[src/rtl/row_copy_pkg.sv]
package row_copy_pkg;
    typedef enum logic [2:0] {
        CMD_NOP = 3'd0,
        CMD_ACT = 3'd1,
        CMD_PRE = 3'd2,
        CMD_RD  = 3'd3,
        CMD_WR  = 3'd4
    } cmd_op_e;

    typedef enum logic [1:0] {
        MODE_INTRA  = 2'd0,
        MODE_XBANK  = 2'd1,
        MODE_TWOHOP = 2'd2
    } copy_mode_e;

    typedef enum logic [2:0] {
        HS_IDLE, HS_ACT_SRC, HS_ACT_DST, HS_XFER, HS_PRE_SRC, HS_PRE_DST
    } hop_state_e;

    typedef enum logic [2:0] {
        SQ_IDLE, SQ_HOP1, SQ_HOP2, SQ_DONE, SQ_REJECT
    } seq_state_e;
endpackage

[src/rtl/row_copy_classify.sv]
module row_copy_classify import row_copy_pkg::*; #(
    parameter int BW = 2,
    parameter int SW = 2,
    parameter int LW = 3,
    parameter int ROWS_PER_SUB = 8,
    localparam int RW = SW + LW
) (
    input  logic              zero,
    input  logic [BW-1:0]     src_bank,
    input  logic [RW-1:0]     src_row,
    input  logic [BW-1:0]     dst_bank,
    input  logic [RW-1:0]     dst_row,
    output copy_mode_e        mode,
    output logic              reject,
    output logic [BW-1:0]     eff_src_bank,
    output logic [RW-1:0]     eff_src_row,
    output logic [BW-1:0]     stage_bank,
    output logic [RW-1:0]     stage_row
);
    localparam logic [LW-1:0] ZERO_LOCAL  = '0;
    localparam logic [LW-1:0] STAGE_LOCAL = LW'(ROWS_PER_SUB - 1);

    logic [SW-1:0] src_sub, dst_sub;
    logic [LW-1:0] dst_local;
    logic          same_bank, same_sub, dst_reserved;

    always_comb begin
        src_sub      = src_row[RW-1:LW];
        dst_sub      = dst_row[RW-1:LW];
        dst_local    = dst_row[LW-1:0];
        same_bank    = (src_bank == dst_bank);
        same_sub     = (src_sub == dst_sub);
        dst_reserved = (dst_local == ZERO_LOCAL) || (dst_local == STAGE_LOCAL);
        stage_bank   = src_bank ^ BW'(1);
        stage_row    = {{SW{1'b0}}, STAGE_LOCAL};
        if (zero) begin
            mode         = MODE_INTRA;
            eff_src_bank = dst_bank;
            eff_src_row  = {dst_sub, ZERO_LOCAL};
            reject       = dst_reserved;
        end else begin
            eff_src_bank = src_bank;
            eff_src_row  = src_row;
            if (!same_bank)     mode = MODE_XBANK;
            else if (same_sub)  mode = MODE_INTRA;
            else                mode = MODE_TWOHOP;
            reject = dst_reserved || (same_bank && (src_row == dst_row));
        end
    end
endmodule

[src/rtl/row_copy_hop.sv]
module row_copy_hop import row_copy_pkg::*; #(
    parameter int BW   = 2,
    parameter int RW   = 5,
    parameter int NCOL = 8,
    localparam int CW  = $clog2(NCOL),
    localparam int KW  = $clog2(2 * NCOL)
) (
    input  logic          clk,
    input  logic          rst_n,
    input  logic          start,
    input  logic          start_xbank,
    input  logic [BW-1:0] start_sb,
    input  logic [RW-1:0] start_sr,
    input  logic [BW-1:0] start_db,
    input  logic [RW-1:0] start_dr,
    output cmd_op_e       cmd_op,
    output logic [BW-1:0] cmd_bank,
    output logic [RW-1:0] cmd_row,
    output logic [CW-1:0] cmd_col,
    output logic          last
);
    localparam logic [KW-1:0] LAST_STEP = KW'(2 * NCOL - 1);

    typedef struct packed {
        hop_state_e    st;
        logic          xbank;
        logic [BW-1:0] sb;
        logic [RW-1:0] sr;
        logic [BW-1:0] db;
        logic [RW-1:0] dr;
        logic [KW-1:0] step;
    } hop_regs_t;

    hop_regs_t q, d;

    always_comb begin
        d = q;
        case (q.st)
            HS_ACT_SRC: d.st = HS_ACT_DST;
            HS_ACT_DST: begin
                d.st   = q.xbank ? HS_XFER : HS_PRE_SRC;
                d.step = '0;
            end
            HS_XFER: begin
                if (q.step == LAST_STEP) d.st = HS_PRE_SRC;
                else                     d.step = q.step + 1'b1;
            end
            HS_PRE_SRC: d.st = q.xbank ? HS_PRE_DST : HS_IDLE;
            HS_PRE_DST: d.st = HS_IDLE;
            default:    d.st = HS_IDLE;
        endcase
        if (start) begin
            d.st    = HS_ACT_SRC;
            d.xbank = start_xbank;
            d.sb    = start_sb;
            d.sr    = start_sr;
            d.db    = start_db;
            d.dr    = start_dr;
            d.step  = '0;
        end
    end

    always_ff @(posedge clk or negedge rst_n) begin
        if (!rst_n) begin
            q <= '{st: HS_IDLE, xbank: 1'b0, sb: '0, sr: '0, db: '0, dr: '0, step: '0};
        end else begin
            q <= d;
        end
    end

    // Overlapped burst order: RD0, then odd steps read ahead, even steps write behind.
    logic [KW:0] half_up;
    always_comb begin
        half_up  = ({1'b0, q.step} + 1'b1) >> 1;
        cmd_op   = CMD_NOP;
        cmd_bank = '0;
        cmd_row  = '0;
        cmd_col  = '0;
        case (q.st)
            HS_ACT_SRC: begin cmd_op = CMD_ACT; cmd_bank = q.sb; cmd_row = q.sr; end
            HS_ACT_DST: begin cmd_op = CMD_ACT; cmd_bank = q.db; cmd_row = q.dr; end
            HS_PRE_SRC: begin cmd_op = CMD_PRE; cmd_bank = q.sb; end
            HS_PRE_DST: begin cmd_op = CMD_PRE; cmd_bank = q.db; end
            HS_XFER: begin
                if (!q.step[0]) begin
                    if (q.step == '0) begin
                        cmd_op = CMD_RD; cmd_bank = q.sb; cmd_col = '0;
                    end else begin
                        cmd_op = CMD_WR; cmd_bank = q.db;
                        cmd_col = CW'((q.step >> 1) - 1'b1);
                    end
                end else if (half_up < (KW+1)'(NCOL)) begin
                    cmd_op = CMD_RD; cmd_bank = q.sb; cmd_col = CW'(half_up);
                end else begin
                    cmd_op = CMD_WR; cmd_bank = q.db; cmd_col = CW'(NCOL - 1);
                end
            end
            default: ;
        endcase
        last = ((q.st == HS_PRE_SRC) && !q.xbank) || (q.st == HS_PRE_DST);
    end

    // Bursts on the internal bus not yet written back.
    logic [2:0] inflight_q;
    always_ff @(posedge clk or negedge rst_n) begin
        if (!rst_n)                  inflight_q <= '0;
        else if (q.st == HS_ACT_SRC) inflight_q <= '0;
        else if (cmd_op == CMD_RD)   inflight_q <= inflight_q + 1'b1;
        else if (cmd_op == CMD_WR)   inflight_q <= inflight_q - 1'b1;
    end

    assert_wr_has_data_R3: assert property (@(posedge clk) disable iff (!rst_n)
        (cmd_op == CMD_WR) |-> (inflight_q != 3'd0));
    assert_pipe_depth_R3: assert property (@(posedge clk) disable iff (!rst_n)
        inflight_q <= 3'd2);
endmodule

[src/rtl/row_copy_seq.sv]
module row_copy_seq import row_copy_pkg::*; #(
    parameter int NUM_BANKS    = 4,
    parameter int SUBARRAYS    = 4,
    parameter int ROWS_PER_SUB = 8,
    parameter int ROW_BYTES    = 4096,
    parameter int BURST_BYTES  = 512,
    localparam int BW   = $clog2(NUM_BANKS),
    localparam int SW   = $clog2(SUBARRAYS),
    localparam int LW   = $clog2(ROWS_PER_SUB),
    localparam int RW   = SW + LW,
    localparam int NCOL = ROW_BYTES / BURST_BYTES,
    localparam int CW   = $clog2(NCOL)
) (
    input  logic          clk,
    input  logic          rst_n,
    input  logic          req_valid,
    output logic          req_ready,
    input  logic          req_zero,
    input  logic [BW-1:0] req_src_bank,
    input  logic [RW-1:0] req_src_row,
    input  logic [BW-1:0] req_dst_bank,
    input  logic [RW-1:0] req_dst_row,
    output logic [2:0]    cmd_op,
    output logic [BW-1:0] cmd_bank,
    output logic [RW-1:0] cmd_row,
    output logic [CW-1:0] cmd_col,
    output logic          done,
    output logic          err
);
    copy_mode_e    cls_mode;
    logic          cls_reject;
    logic [BW-1:0] cls_sb, cls_stage_bank;
    logic [RW-1:0] cls_sr, cls_stage_row;

    row_copy_classify #(.BW(BW), .SW(SW), .LW(LW), .ROWS_PER_SUB(ROWS_PER_SUB)) u_classify (
        .zero(req_zero), .src_bank(req_src_bank), .src_row(req_src_row),
        .dst_bank(req_dst_bank), .dst_row(req_dst_row),
        .mode(cls_mode), .reject(cls_reject),
        .eff_src_bank(cls_sb), .eff_src_row(cls_sr),
        .stage_bank(cls_stage_bank), .stage_row(cls_stage_row)
    );

    typedef struct packed {
        seq_state_e    st;
        logic          twohop;
        logic [BW-1:0] h2_sb;
        logic [RW-1:0] h2_sr;
        logic [BW-1:0] h2_db;
        logic [RW-1:0] h2_dr;
    } seq_regs_t;

    seq_regs_t q, d;
    logic          hop_start, hop_xbank, hop_last;
    logic [BW-1:0] hop_sb, hop_db;
    logic [RW-1:0] hop_sr, hop_dr;
    cmd_op_e       hop_op;

    always_comb begin
        d         = q;
        hop_start = 1'b0;
        hop_xbank = 1'b0;
        hop_sb    = cls_sb;
        hop_sr    = cls_sr;
        hop_db    = req_dst_bank;
        hop_dr    = req_dst_row;
        case (q.st)
            SQ_IDLE: begin
                if (req_valid) begin
                    if (cls_reject) begin
                        d.st = SQ_REJECT;
                    end else begin
                        hop_start = 1'b1;
                        hop_xbank = (cls_mode != MODE_INTRA);
                        d.st      = SQ_HOP1;
                        d.twohop  = (cls_mode == MODE_TWOHOP);
                        d.h2_sb   = cls_stage_bank;
                        d.h2_sr   = cls_stage_row;
                        d.h2_db   = req_dst_bank;
                        d.h2_dr   = req_dst_row;
                        if (cls_mode == MODE_TWOHOP) begin
                            hop_db = cls_stage_bank;
                            hop_dr = cls_stage_row;
                        end
                    end
                end
            end
            SQ_HOP1: begin
                if (hop_last) begin
                    if (q.twohop) begin
                        hop_start = 1'b1;
                        hop_xbank = 1'b1;
                        hop_sb    = q.h2_sb;
                        hop_sr    = q.h2_sr;
                        hop_db    = q.h2_db;
                        hop_dr    = q.h2_dr;
                        d.st      = SQ_HOP2;
                    end else begin
                        d.st = SQ_DONE;
                    end
                end
            end
            SQ_HOP2:   if (hop_last) d.st = SQ_DONE;
            SQ_DONE:   d.st = SQ_IDLE;
            SQ_REJECT: d.st = SQ_IDLE;
            default:   d.st = SQ_IDLE;
        endcase
    end

    always_ff @(posedge clk or negedge rst_n) begin
        if (!rst_n) begin
            q <= '{st: SQ_IDLE, twohop: 1'b0, h2_sb: '0, h2_sr: '0, h2_db: '0, h2_dr: '0};
        end else begin
            q <= d;
        end
    end

    row_copy_hop #(.BW(BW), .RW(RW), .NCOL(NCOL)) u_hop (
        .clk(clk), .rst_n(rst_n), .start(hop_start), .start_xbank(hop_xbank),
        .start_sb(hop_sb), .start_sr(hop_sr), .start_db(hop_db), .start_dr(hop_dr),
        .cmd_op(hop_op), .cmd_bank(cmd_bank), .cmd_row(cmd_row), .cmd_col(cmd_col),
        .last(hop_last)
    );

    assign cmd_op    = hop_op;
    assign req_ready = (q.st == SQ_IDLE);
    assign done      = (q.st == SQ_DONE);
    assign err       = (q.st == SQ_REJECT);

    assert_act_pair_same_sub_R1: assert property (@(posedge clk) disable iff (!rst_n)
        (cmd_op == CMD_ACT && $past(cmd_op) == CMD_ACT && cmd_bank == $past(cmd_bank))
        |-> (cmd_row[RW-1:LW] == $past(cmd_row[RW-1:LW])));
    assert_no_zero_row_target_R7: assert property (@(posedge clk) disable iff (!rst_n)
        (cmd_op == CMD_ACT && $past(cmd_op) == CMD_ACT) |-> (cmd_row[LW-1:0] != '0));
    assert_reject_silent_R7: assert property (@(posedge clk) disable iff (!rst_n)
        err |-> (cmd_op == CMD_NOP));
    assert_done_pulse_R8: assert property (@(posedge clk) disable iff (!rst_n)
        done |=> (!done && req_ready));
    assert_idle_quiet_R9: assert property (@(posedge clk) disable iff (!rst_n)
        req_ready |-> (cmd_op == CMD_NOP));
endmodule

[config.mk]
export PLATFORM = sky130hd
export DESIGN_NAME = row_copy_seq
export DESIGN_NICKNAME = d
export VERILOG_FILES = /design/src/rtl/row_copy_pkg.sv /design/src/rtl/row_copy_classify.sv /design/src/rtl/row_copy_hop.sv /design/src/rtl/row_copy_seq.sv
export SDC_FILE = /design/constraint.sdc
export NUM_CORES = 1
export LEC_CHECK = 0
export BUFFER_PORTS_ARGS = -buffer_cell sky130_fd_sc_hd__clkbuf_2
export CAP_MARGIN = 20
export CORE_MARGIN = 10
export CORE_UTILIZATION = 49
export CTS_CLUSTER_SIZE = 40
export DETAILED_ROUTE_END_ITERATION = 7
export GPL_ROUTABILITY_DRIVEN = 0
export GPL_TIMING_DRIVEN = 1
export PLACE_DENSITY = 0.69
export SKIP_CTS_REPAIR_TIMING = 1
export SLEW_MARGIN = 5
export SYNTH_ARGS = -nofsm -noshare
export SYNTH_HDL_FRONTEND = slang
export SYNTH_HIERARCHICAL = 1
export SYNTH_SLANG_ARGS = --single-unit
[constraint.sdc]
create_clock -name clk -period 2.65 [get_ports clk]
set_clock_uncertainty 0.2 [all_clocks]
set_input_delay 0.3975 -clock clk [delete_from_list [all_inputs] [get_ports clk]]
set_output_delay 0.3975 -clock clk [all_outputs]
set_load 0.05 [all_outputs]
==> Yosys cells after proc, flatten, opt, wreduce, memory -nomap -nowiden <==
Cells that the tools add are included.
{ "word_totals": {"register_bits": 36, "latch_bits": 0, "ramBits": 0, "mem_bits_ro": 0, "input_bits": 18, "output_inout_bits": 16, "wordCells": 116, "mem_count": 0} }
{ "classes": {"n_addsub": 3, "mul": 0, "div": 0, "order_cmp": 1, "eq_ne": 20, "shifts": 0, "muxes": 59, "n_bitwise": 2, "reduce_logical": 18} }
{ "ops": {"columns": ["cell", "n"], "rows": [
  ["5-bit two-way mux", 9],
  ["3-bit two-way mux", 13],
  ["2-bit two-way mux", 15],
  ["22-bit two-way mux", 1],
  ["5-bit one-hot mux with 2 select lines", 2],
  ["18-bit two-way mux", 1],
  ["3-bit one-hot mux with 3 select lines", 2],
  ["15-bit two-way mux", 1],
  ["3-bit by 2-bit == test with 1-bit output (second input constant)", 4],
  ["3-bit == test (second input constant)", 4],
  ["3-bit one-hot mux with 4 select lines", 1],
  ["1-bit two-way mux", 8],
  ["4-bit one-hot mux with 2 select lines", 1],
  ["2-bit OR reduction", 4],
  ["3-bit by 1-bit == test with 1-bit output (second input constant)", 2],
  ["3-bit zero test", 2],
  ["2-bit inequality test (second input constant)", 3],
  ["2-bit one-hot mux with 3 select lines", 1],
  ["3-bit AND reduction", 2],
  ["4-bit by 1-bit adder with 5-bit output (second input constant)", 1],
  ["5-bit == test", 1],
  ["4-bit by 1-bit adder with 4-bit output (second input constant)", 1],
  ["2-bit == test", 2],
  ["4-bit == test (second input constant)", 1],
  ["16 further kinds", 21]
]} }

==> Depth between registers and ports, before layout <==
{ "logic_depth": {"word_depth": 10, "depth_mapped": 10, "depth_no_buf": 8} }

==> Modules after synthesis <==
The synthesis kept the hierarchy.
{ "by_module_without_submodules": {"columns": ["mod", "instances", "cells_per_inst", "area_per_inst_um2", "seq_area_each_um2"], "rows": [
  ["row_copy_hop", 1, 135, 1335.0, 550.5],
  ["row_copy_seq", 1, 99, 1112.3, 450.4],
  ["row_copy_classify", 1, 34, 234.0, 0.0]
]} }

==> Worst setup path before layout <==
Ideal clock, no wire load.
{ "synth_path": {"kind": "register -> output", "from": "reg u_hop/q[0] in the netlist's numbering", "to": "out cmd_op[1]", "arrival_time_ps": 2294, "t_required_ps": 2053, "setup_slack_ps": -242, "path_stages_with_launch": 8, "path_buffers": 1, "cell_sequence": "dfrtp_1 -> buf_2 -> inv_1 -> ha_1 -> and2b_1 -> o21ai_0 -> nand2b_1 -> o21ai_0"} }
{ "synth_between": {"elab_chain_cells": 5, "word_cells_on_any_way": 7, "cone_classes": "add/sub: 1; order compare: 1; mux: 4; reduce/logical: 1"} }
{ "synth_rtl": {"columns": ["element", "line_no", "source"], "rows": [
  ["start, declared", "row_copy_hop.sv:34", "hop_regs_t q, d;"],
  ["start signal, assigned", "row_copy_hop.sv:65", "q <= '{st: HS_IDLE, xbank: 1'b0, sb: '0, sr: '0, db: '0, dr: '0, step: '0};"],
  ["4-bit by 1-bit adder with 5-bit output", "row_copy_hop.sv:74", "half_up = ({1'b0, q.step} + 1'b1) >> 1;"],
  ["4-bit less-than comparator", "row_copy_hop.sv:92", "end else if (half_up < (KW+1)'(NCOL)) begin"],
  ["3-bit two-way mux", "row_copy_hop.sv:92", null],
  ["3-bit two-way mux *", "row_copy_hop.sv:85", "if (!q.step[0]) begin"],
  ["3-bit one-hot mux with 3 select lines *", "row_copy_hop.sv:79", "case (q.st)"],
  ["end, declared", "row_copy_seq.sv:23", "output logic [2:0] cmd_op,"]
]} }
Every way passes the cells marked *; elsewhere a longest branch is shown, timed or not.

==> Final worst setup path <==
{ "layout_path": {"from": "reg u_hop/q[0] in the netlist's numbering", "to": "out cmd_bank[1]"} }
{ "layout_between": {"elab_chain_cells": 5, "word_cells_on_any_way": 7, "cone_classes": "add/sub: 1; order compare: 1; mux: 4; reduce/logical: 1"} }
{ "layout_rtl": {"columns": ["element", "line_no", "source"], "rows": [
  ["4-bit by 1-bit adder with 5-bit output", "row_copy_hop.sv:74", null],
  ["4-bit less-than comparator", "row_copy_hop.sv:92", null],
  ["2-bit two-way mux", "row_copy_hop.sv:92", null],
  ["2-bit two-way mux *", "row_copy_hop.sv:85", null],
  ["2-bit one-hot mux with 3 select lines *", "row_copy_hop.sv:79", null],
  ["end, declared", "row_copy_seq.sv:24", "output logic [BW-1:0] cmd_bank,"]
]} }
Marks and branches as above.

==> impl_results.md <==
- Run status: finished, final reports clean
- Minimum clock period: 2560 ps
- Cell area after synthesis: 0.00268 mm²
- Die extent in y: 94.0 µm
- Nets: approximately 320
- Total GRT Usage: 0.144
- Crit Reg-Reg Startpoint: q[16]$_DFFE_PN0P_
- Highest routed layer: met4
- Peak Freq: 390 MHz
- Final Instance Count excl. Fillers: 373
- Worst Hold Class: in -> reg
- Period Utilization, post-route: 0.966
- Metal3 WL: 274 µm
- Critical path type: reg -> out
- Residual DRC: 0
- Maximum VDD drop: 0.585 mV
- Drt pass-1 iters: 4
- Initial core utilization: 0.515
- Largest net degree at the start of global routing: 23
- Worst-Skew Late Latency: 290 ps
- RR Endpoint: u_hop/q[4]$_DFFE_PN0P_
- TNS Setup: 0 ps
- Yosys top cell by area: dfrtp_1
- Final hold slack: 172 ps
- Syn. warnings: 6
- Fillers: 470
- Port Buffer Count: 33
- RSZ-0062 raised after global routing: yes
- Inserted Diodes: 0
- Clock transition at path regs: 70 ps
- Clock buffer depth: 2
- Syn Inst Count: 268
- Antenna violations before repair: 0
- Data required time at the worst endpoint: a little over 2000 ps
- DR WL/cell: 16.1 µm
- Crit-path max FO: 6
- Leak Pwr: 1.39 nW
- Total gr overflow: 0
- Area Overhead vs Synth: 12.6%
- Placed Instances: 364
- Most common library cells after synthesis: dfrtp_1 (40), mux2_2 (36), nor2_1 (20), nand3_1 (16), inv_1 (13)
- Root Buffer: clkbuf_8
- Slack of the worst reg-to-reg path: 410 ps
- Worst EP arrival: a little under 2000 ps
- Final hold viol count: 0
- Die width: 94.0 µm
- Crit path capture: cmd_bank[1]
- Full die area: 0.00883 mm²
- Via/cell ratio: between 5 and 6
- Via count: ~2100
- Num rows: 26
- Post-synth EDFFs: 0
- Remaining antenna violation count: 0
- Critical Path Source Type: register
- Global-route wire length before repair: 10.1 mm
- Worst setup EP type: output pin
- Worst-margin pin slew: approximately 650 ps
- Top-count cell post-synth: dfrtp_1
- Synth unique cells: 49
- Top-area cell type share of the netlist area: 0.373
- Reg2reg path depth: 4
- CTS tree: done
- Total CTS buffers: 5
- Core region area: 0.00520 mm²
- Post-Route M1 WL: roughly 2.6 mm
- # IOs: 34
- Synth top area cells: dfrtp_1 (37%), mux2_2 (15%), nand3_1 (3.0%), mux2_4 (2.8%), nor2_1 (2.8%)
- CTS sink cnt: 40
- Met2 wire len: 3.00 mm
- Max-cap check violation count: 0
- FF+latch count, synth: 40
- DR iter-0 viols: a little under 200
- H-tree levels: 2
- Crit path from: u_hop/q[0]$_DFFE_PN0P_
- Syn_area_per_cell: roughly 10 µm²
- Share of the yosys chip area belonging to registers: 0.373
- Final wirelength: approximately 6 mm
- Async SR Flop Fraction: 1.00
- Setup violators final: 0
- Slew Limit Fails: 0
- Layout cells sized above 1: 0.383
- Max_slew headroom: 0.566
- Top_reg_cell synth: dfrtp_1
- Vias in the first global route: 2114
- DPL Wire Length: 4.61 mm
- Cell Pwr Density: 924 mW/mm²
## critical path, cell delays in order, from the launching register on
cell	delay, ps
dfrtp_2	450
ha_2	230
a21bo_2	230
and2_4	160
nor4b_2	270
a311o_1	170
buf_6	160
## flip-flops by register name, indices dropped and copies added (netlist names)
name and count:
u_hop/q 22, q 18
## report_power, final
| group | switching [mW] | leakage [nW] | internal [mW] | total (mW) |
|---|---|---|---|---|
| Sequential | 0.175 | 0.490 | 0.872 | 1.05 |
| Clock | 0.206 | 0.0455 | 0.212 | 0.418 |
| Combinational | 0.751 | 0.853 | 0.574 | 1.32 |
| Total | 1.13 | 1.39 | 1.66 | 2.79 |
## worst min path at each step
stage | startpoint | end | slack [ps] | depth (start not counted)
6_report | req_valid | q[17]$_DFFE_PN0P_ | 170 | 2
2_1_floorplan | rst_n | q[0]$_DFFE_PN0P_ | -100 | 0
3_5_place_dp | rst_n | q[0]$_DFFE_PN0P_ | 100 | 1
5_1_grt | req_valid | q[17]$_DFFE_PN0P_ | 180 | 2
4_1_cts | rst_n | q[0]$_DFFE_PN0P_ | -210 | 1
3_3_place_gp | rst_n | q[0]$_DFFE_PN0P_ | 100 | 1
## metal layers
layer | vias up | track usage
met1 | 1020 | 0.177
met2 | 41 | 0.234
met4 | 0 | 0.0532
li1 | 1005 | -
met5 | - | 0
met3 | 8 | 0.0416
## through the flow
step           utilization  setup WS, ps  instance area (µm²)  power (mW)
4_1_cts              0.570          -124                 2970        2.75
3_5_place_dp         0.553          43.6                 2880        2.33
6_report             0.580          88.9                 3020        2.79
2_1_floorplan            -          -209                 2690        2.02
5_1_grt              0.580         -37.2                 3020        2.99
3_3_place_gp         0.553          96.0                 2880        2.30
## kinds of logic after synthesis
kind of cell	synth area share
AND/OR/NAND/NOR	0.183
AO/OA/AOI/OAI	0.127
multiplexers	0.179
flip-flops	0.373
buffers and inverters	0.0896
XOR/XNOR	0.0261
adder cells (fa/ha/maj)	0.0187
other	0.00280
## area by class of cell
class                           instances  area, µm²  area share
Multi-Input combinational cell        193       1480       0.489
Sequential cell                        40       1000       0.332
Timing Repair Buffer                   49        313       0.104
Clock buffer                            8       90.1      0.0298
Tap cell                               70       87.6      0.0290
Inverter                               13       48.8      0.0162
## placed cells by master (no fill, tap or decap), drive strengths merged, types with 2 or more instances in the layout
| master | count |
|---|---|
| conb | 5 |
| nand2 | 10 |
| nor4b | 2 |
| xor2 | 8 |
| clkbuf | 39 |
| a22oi | 8 |
| nand2b | 3 |
| a21oi | 9 |
| nor3b | 2 |
| nor3 | 7 |
| buf | 17 |
| nor2 | 21 |
| and2 | 3 |
| mux2 | 41 |
| inv | 13 |
| nand3 | 16 |
| a311o | 2 |
| and3 | 4 |
| a31oi | 3 |
| dfrtp | 40 |
| a211oi | 4 |
| o21ai | 7 |
| or3 | 2 |
| ha | 4 |
| nor4 | 3 |
| nor2b | 11 |
| o311ai | 7 |
No activity file was read; power rests on OpenSTA's default activity.
